===== config.mk =====
export PLATFORM = sky130hd
export DESIGN_NAME = lockstep_bridge
export DESIGN_NICKNAME = d
export VERILOG_FILES = /design/src/rtl/lsb_pkg.sv /design/src/rtl/lsb_port_decode.sv /design/src/rtl/lsb_ack_timer.sv /design/src/rtl/lsb_ctrl.sv /design/src/rtl/lockstep_bridge.sv
export SDC_FILE = /design/constraint.sdc
export NUM_CORES = 1
export LEC_CHECK = 0
export BUFFER_PORTS_ARGS = -buffer_cell sky130_fd_sc_hd__buf_2
export CORE_MARGIN = 2
export CORE_UTILIZATION = 47
export CTS_BUF_LIST = sky130_fd_sc_hd__clkbuf_8
export DETAILED_ROUTE_END_ITERATION = 10
export PLACE_DENSITY_LB_ADDON = 0.12
export SYNTH_ARGS = -nofsm -noshare
export SYNTH_HDL_FRONTEND = slang
export SYNTH_SLANG_ARGS = --single-unit

===== constraint.sdc =====
create_clock -name clk -period 3.3 [get_ports clk]
set_clock_uncertainty 0.2 [all_clocks]
set_input_delay 0.495 -clock clk [delete_from_list [all_inputs] [get_ports clk]]
set_output_delay 0.495 -clock clk [all_outputs]
set_load 0.005 [all_outputs]

===== src/rtl/lsb_pkg.sv =====
// Shared definitions for the lockstep byte bridge.
// Assumes: a single clock domain; register select is one bit wide.
package lsb_pkg;
    typedef enum logic [1:0] {
        ST_IDLE  = 2'd0,   // nothing latched, may pop a host byte
        ST_OFFER = 2'd1,   // byte latched, strobe raised
        ST_WAIT  = 2'd2,   // byte read, waiting for a reply write
        ST_ACK   = 2'd3    // acknowledge pulse running
    } lsb_state_e;

    localparam logic REG_DATA = 1'b0;  // byte / normal reply
    localparam logic REG_CTRL = 1'b1;  // status / discard reply
endpackage


===== src/rtl/lsb_port_decode.sv =====
// Decodes target bus cycles into single-cycle events and muxes read data.
// Assumes: cs/rd/wr are synchronous and held for one cycle per access.
module lsb_port_decode
    import lsb_pkg::*;
#(
    parameter int DATA_W = 8
) (
    input  logic              cs,
    input  logic              rd,
    input  logic              wr,
    input  logic              addr,
    input  logic [DATA_W-1:0] hold_q,
    input  logic              stb,
    input  logic              tx_ready,
    output logic              rd_byte,
    output logic              wr_reply,
    output logic              wr_discard,
    output logic [DATA_W-1:0] rdata
);
    localparam int PAD_W = DATA_W - 2;

    logic [DATA_W-1:0] status;

    // Form access events from the select, strobe and address lines.
    always_comb begin
        rd_byte    = cs && rd && (addr == REG_DATA);
        wr_reply   = cs && wr && (addr == REG_DATA);
        wr_discard = cs && wr && (addr == REG_CTRL);
    end

    // Build the status byte and select read data by address.
    always_comb begin
        status = {{PAD_W{1'b0}}, tx_ready, stb};
        rdata  = (addr == REG_CTRL) ? status : hold_q;
    end
endmodule


===== src/rtl/lsb_ack_timer.sv =====
// Generates a fixed-length acknowledge pulse and flags its last cycle.
// Assumes: start is ignored while a pulse is running.
module lsb_ack_timer #(
    parameter int ACK_LEN = 4
) (
    input  logic clk,
    input  logic rst_n,
    input  logic start,
    output logic ack,
    output logic last
);
    localparam int CNT_W = (ACK_LEN > 1) ? $clog2(ACK_LEN) : 1;
    localparam logic [CNT_W-1:0] CNT_END = CNT_W'(ACK_LEN - 1);

    logic [CNT_W-1:0] cnt_q;

    // Count pulse cycles and drop the pulse after ACK_LEN cycles.
    always_ff @(posedge clk) begin
        if (!rst_n) begin
            ack   <= 1'b0;
            cnt_q <= '0;
        end else if (!ack) begin
            if (start) begin
                ack   <= 1'b1;
                cnt_q <= '0;
            end
        end else if (cnt_q == CNT_END) begin
            ack <= 1'b0;
        end else begin
            cnt_q <= cnt_q + 1'b1;
        end
    end

    // Mark the final cycle of the pulse.
    always_comb last = ack && (cnt_q == CNT_END);
endmodule


===== src/rtl/lsb_ctrl.sv =====
// Handshake sequencer: latches one host byte, offers it, accepts one reply.
// Assumes: the transmit FIFO reports space through tx_ready without delay.
module lsb_ctrl
    import lsb_pkg::*;
#(
    parameter int DATA_W = 8
) (
    input  logic              clk,
    input  logic              rst_n,
    input  logic              free_mode,
    input  logic              rx_valid,
    input  logic [DATA_W-1:0] rx_data,
    input  logic              tx_ready,
    input  logic [DATA_W-1:0] wdata,
    input  logic              rd_byte,
    input  logic              wr_reply,
    input  logic              wr_discard,
    input  logic              ack_last,
    output logic              rx_pop,
    output logic              stb,
    output logic [DATA_W-1:0] hold_q,
    output logic              tx_push,
    output logic [DATA_W-1:0] tx_data,
    output logic              ack_start
);
    lsb_state_e state_q;
    logic       take_norm;
    logic       take_disc;

    // Decide on pops and accepted replies from the current state.
    always_comb begin
        rx_pop    = (state_q == ST_IDLE) && rx_valid && (free_mode || tx_ready);
        take_norm = (state_q == ST_WAIT) && wr_reply && tx_ready;
        take_disc = (state_q == ST_WAIT) && wr_discard;
        ack_start = take_norm || take_disc;
        tx_push   = take_norm;
        tx_data   = wdata;
        stb       = (state_q == ST_OFFER);
    end

    // Step through idle, offer, wait and acknowledge.
    always_ff @(posedge clk) begin
        if (!rst_n) begin
            state_q <= ST_IDLE;
        end else begin
            unique case (state_q)
                ST_IDLE:  if (rx_pop)    state_q <= ST_OFFER;
                ST_OFFER: if (rd_byte)   state_q <= ST_WAIT;
                ST_WAIT:  if (ack_start) state_q <= ST_ACK;
                ST_ACK:   if (ack_last)  state_q <= ST_IDLE;
                default:                 state_q <= ST_IDLE;
            endcase
        end
    end

    // Latch the host byte when it is popped.
    always_ff @(posedge clk) begin
        if (!rst_n) begin
            hold_q <= '0;
        end else if (rx_pop) begin
            hold_q <= rx_data;
        end
    end
endmodule


===== src/rtl/lockstep_bridge.sv =====
// Top of the lockstep byte bridge between a host byte FIFO pair and a
// target register port. Assumes one clock domain and synchronous bus lines.
module lockstep_bridge #(
    parameter int DATA_W  = 8,
    parameter int ACK_LEN = 4
) (
    input  logic              clk,
    input  logic              rst_n,
    input  logic              free_mode,
    input  logic              rx_valid,
    input  logic [DATA_W-1:0] rx_data,
    output logic              rx_pop,
    input  logic              tx_ready,
    output logic [DATA_W-1:0] tx_data,
    output logic              tx_push,
    input  logic              cs,
    input  logic              rd,
    input  logic              wr,
    input  logic              addr,
    input  logic [DATA_W-1:0] wdata,
    output logic [DATA_W-1:0] rdata,
    output logic              stb,
    output logic              ack
);
    logic [DATA_W-1:0] hold_q;
    logic              rd_byte;
    logic              wr_reply;
    logic              wr_discard;
    logic              ack_start;
    logic              ack_last;

    lsb_port_decode #(.DATA_W(DATA_W)) u_decode (
        .cs         (cs),
        .rd         (rd),
        .wr         (wr),
        .addr       (addr),
        .hold_q     (hold_q),
        .stb        (stb),
        .tx_ready   (tx_ready),
        .rd_byte    (rd_byte),
        .wr_reply   (wr_reply),
        .wr_discard (wr_discard),
        .rdata      (rdata)
    );

    lsb_ctrl #(.DATA_W(DATA_W)) u_ctrl (
        .clk        (clk),
        .rst_n      (rst_n),
        .free_mode  (free_mode),
        .rx_valid   (rx_valid),
        .rx_data    (rx_data),
        .tx_ready   (tx_ready),
        .wdata      (wdata),
        .rd_byte    (rd_byte),
        .wr_reply   (wr_reply),
        .wr_discard (wr_discard),
        .ack_last   (ack_last),
        .rx_pop     (rx_pop),
        .stb        (stb),
        .hold_q     (hold_q),
        .tx_push    (tx_push),
        .tx_data    (tx_data),
        .ack_start  (ack_start)
    );

    lsb_ack_timer #(.ACK_LEN(ACK_LEN)) u_ack (
        .clk   (clk),
        .rst_n (rst_n),
        .start (ack_start),
        .ack   (ack),
        .last  (ack_last)
    );
endmodule


* Yosys cells after proc, flatten, opt, wreduce, memory -nomap -nowiden
Cells that the tools add are included.
** Storage, ports and cells
- Bits in registers :: 13
- Input bits :: 25
- Output and inout bits :: 20
- Word-level logic and storage cells :: 44
** Cells by class
- Add/subtract/negate cells :: 1
- Equality and inequality tests :: 9
- Muxes and demuxes :: 12
- Bitwise operators :: 1
- Reduce and logical (&&, ||, !) cells :: 17
** Operators with widths (number)
- 2-to-1 mux 2 bit :: 7
- logical AND 1 bit :: 11
- != test 2 bit, second input constant :: 5
- 2-to-1 mux 8 bit :: 1
- case mux 2 bit (4 select lines) :: 1
- equality test 2 bit, second input constant :: 3
- AND reduction 4 bit :: 1
- 2-to-1 mux 1 bit :: 3
- adder 2 x 1 -> 2 bit, second input constant :: 1
- equality test 2 x 1 -> 1 bit, second input constant :: 1
- logical NOT 2 bit :: 1
- logical OR 1 bit :: 2
- AND reduction 2 bit :: 1
- nonzero test 2 bit :: 1
- NOT 1 bit :: 1

* Logic depth before layout (Yosys ltp)
- Depth after elaboration :: 7
- Mapped depth :: 6
- Depth with buffers taken out :: 6

* Cells and area by module
A second synthesis with hierarchy kept.
** Unflattened totals
- Cells, all modules :: 90
- Area total of the unflattened synthesis :: 783.3 µm²
** By module, submodules not included
- lsb_ctrl :: times used 1, cells each 64, area each 535.5 µm², sequential area each 200.2 µm²
- lsb_ack_timer :: times used 1, cells each 14, area each 148.9 µm², sequential area each 60.1 µm²
- lsb_port_decode :: times used 1, cells each 12, area each 98.8 µm², sequential area each 0.0 µm²

* Least setup slack after synthesis
OpenSTA, ideal clock, no wires.
- Kind :: input to output
- Start point :: input addr
- End point :: output rdata[0]
- Arrival :: 1.004 ns
- Data required time :: 2.605 ns
- Slack :: 1.601 ns
- Cell stages on the path :: 2
- Path buffers :: 1
- Cells stage by stage :: buf_2 > mux2_2
** On the way
- Longest elaborated chain between the ends :: 1
** Ends and longest elaborated chain
- start, declared :: RTL line lockstep_bridge.sv:19 : input logic addr,
- 2-to-1 mux 8 bit :: RTL line lsb_port_decode.sv:34 : rdata = (addr == REG_CTRL) ? status : hold_q;
- end, declared :: RTL line lockstep_bridge.sv:21 : output logic [DATA_W-1:0] rdata,
No other way between the ends.

* Final worst setup path
- Start point :: register u_ctrl.state_q[0]
- End point :: output rx_pop
** On the way
- Longest elaborated chain between the ends :: 3
** Ends and longest elaborated chain
- start, declared :: RTL line lsb_ctrl.sv:26 : lsb_state_e state_q;
- start signal, assigned :: RTL line lsb_ctrl.sv:44 : state_q <= ST_IDLE;
- start signal, assigned :: RTL line lsb_ctrl.sv:47 : ST_IDLE: if (rx_pop) state_q <= ST_OFFER;
- start signal, assigned :: RTL line lsb_ctrl.sv:48 : ST_OFFER: if (rd_byte) state_q <= ST_WAIT;
- logical NOT 2 bit :: RTL line lsb_ctrl.sv:32 : rx_pop = (state_q == ST_IDLE) && rx_valid && (free_mode || tx_ready);
- logical AND 1 bit (2 in a row) :: RTL line lsb_ctrl.sv:32
- end, declared :: RTL line lockstep_bridge.sv:12 : output logic rx_pop,
No other way between the ends.

==> qor.yml <==
power:
  p_leak_nw: 0.434
  power_density_nw_per_um2: 575
  power_uw: 514
  peakVddDrop_v: 0.000302
cts:
  post_cts_buffers: 0
  cts_hold_buffers: 0
  cts_tree: "yes"
  post_cts_resized: 0
  cts_sinks: 13
  cts_made_buffers: 3
  cts.reportedPaths.clkPinSlew_ns: 0.06
  clockBufferDepth: 2
  cts_root_buf: "clkbuf_8"
  htreeDepth: 1
  insertion_delay_ns: 0.24
finish:
  final_cell_mix: "buf_2, nand2_1, dfxtp_1"
  multi_input_area_um2: 418
  fill_cells: 152
  final_nets: 146
  area_delta_synth_final_pct: 18.0
  utilization: 0.594
  layout_commonest_cell: "buf_2"
  layout-drive-gt1-share: 0.316
  ff_latch_area_um2: 260
  insertedDiodeCount: 0
yosys:
  ys_seq_area_frac: 0.343
  synth_top_flop_cell: "dfxtp_1"
  synth-edff-count: 0
  async_reset_ff_frac: 0
  syn_area_per_cell_um2: 8.24
  synth_fp_nets: 123
  synth_warnings: 0
  ys_types: 22
  synthCells: 92
  synthesis.area_um2: 758
  synth-seq-cells: 13
sta:
  min_period_ns: 2.17
  setup_viol_count_final: 0
  hold_viol: 0
  setup_tns_ns: 0
  fin_ws_ns: 1.13
  whs_ns: 0.258
  slew_headroom: 0.707
  worst_pin_slew_ns: 0.438
  fin_crit_sh: 0.658
  max_freq_mhz: 461
  rsz0062_at_grt: "no"
  drv_slew: 0
min_path:
  hold_path_class: "reg -> reg"
worst_setup_path:
  r2r_slack_ns: 1.74
  start_kind: "flop"
  cpMaxStageDelayCell: "dfxtp_1"
  path_cells: "inv_1 -> ha_1 -> o211ai_2 -> inv_2 -> buf_2"
  worstSetupEndpointType: "output port"
  cp_slowest_stage_delay_ns: 0.38
  cp_max_fo: 9
  criticalPathCategory: "reg -> out"
  worst-endpoint-arrival_ns: 1.48
  cp.required_ns: 2.60
placement:
  dpl_worst_slack_ns: 1.30
  hpwl_um: 1160
  routabilityCongestion: 0.736
  io_buffers: 28
job:
  drv_cap: 0
floorplanning:
  num_rows: 14
  dieWidth_um: 44.2
  die_h_um: 44.2
  initial_core_util: 0.503
  dieArea_um2: 1950
  io_pins: 45
  core_area_um2: 1510
global_routing:
  grt_pass1_wl_um: 2420
  grt_overflow: 0
  grtUsageTotal: 0.175
  grt_pass1_vias: 575
  antenna_found_initial: 0
  grt_start_max_net_pins: 16
routing:
  drc: 0
  wire_per_inst_um: 11.8
  vias: 634
  antenna_left: 0
  viasPerCell: 4.88
  dr.pass1.iters: 4
  finalWirelength_um: 1540
  drt_iter0_drc: 4
status:
  status: "completed"
[kinds of logic (layout without fill, tap and decap cells)]
family          after synthesis  in the layout  synth area share
flops                        13             13             0.343
compound gates               19             19             0.175
fa+ha+maj                     6              6            0.0990
simple gates                 37             37             0.221
mux                           4              4            0.0561
buf+inv                      13             35             0.106
[per-layer routing]
metal / up-vias / track usage / wire, um
met2: 27 / 0.256 / 667
met4: 0 / 0.0727 / 9
li1: 337 / - / -
met5: - / 0 / 0
met3: 2 / 0.0898 / 160
met1: 268 / 0.218 / 698
[state kept, by name (all words and copies together), names as in the netlist]
register        count
u_ctrl.hold_q       8
u_ctrl.state_q      2
u_ack.cnt_q         2
u_ack.ack           1
[through the flow]
step / area [um2] / cells
after floorplan: 758 / 92
after CTS: 895 / 130
after global placement: 850 / 126
after global routing: 895 / 130
final: 895 / 130
after detailed placement: 850 / 126
[cell usage after synthesis, types with 2 or more instances]
cell type / number / area [um2]
nand3_1: 2 / 10.0
nor2b_1: 7 / 43.8
inv_1: 2 / 7.51
o21ai_0: 5 / 25.0
mux2_2: 2 / 22.5
a21boi_0: 9 / 67.6
nand2_1: 23 / 86.3
ha_1: 6 / 75.1
buf_4: 8 / 60.1
nor2_1: 2 / 7.51
mux2i_1: 2 / 20.0
dfxtp_1: 13 / 260
and2_1: 2 / 12.5
[report_power, final]
| part | total, mW | internal, mW | leakage [nW] | switching [mW] |
|---|---|---|---|---|
| sequential | 0.201 | 0.183 | 0.106 | 0.0176 |
| combinational | 0.172 | 0.0797 | 0.301 | 0.0926 |
| clock | 0.141 | 0.0822 | 0.0269 | 0.0589 |
[critical path: cells and delay by family, from the launching register on]
family / cells / cell delay (ns)
AOI/OAI and AO/OA: 1 / 0.19
buffers and inverters: 3 / 0.42
DFF: 1 / 0.38
adders and majority gates: 1 / 0.24
[area by class of cell]
class	instances	area share
Multi-Input combinational cell	66	0.467
Sequential cell	13	0.291
Timing Repair Buffer	28	0.157
Clock buffer	3	0.0462
Tap cell	16	0.0224
Inverter	3	0.0126
Clock inverter	1	0.00420
[worst paths after layout]
path | start | end | cells after the start
max reg2reg | u_ctrl.state_q[1] | u_ctrl.hold_q[1] | 6
min reg2reg | u_ctrl.hold_q[7] | u_ctrl.hold_q[7] | 2
min | u_ctrl.hold_q[7] | u_ctrl.hold_q[7] | 2
max | u_ctrl.state_q[0] | rx_pop | 5
No activity file was read; power rests on OpenSTA's default activity.
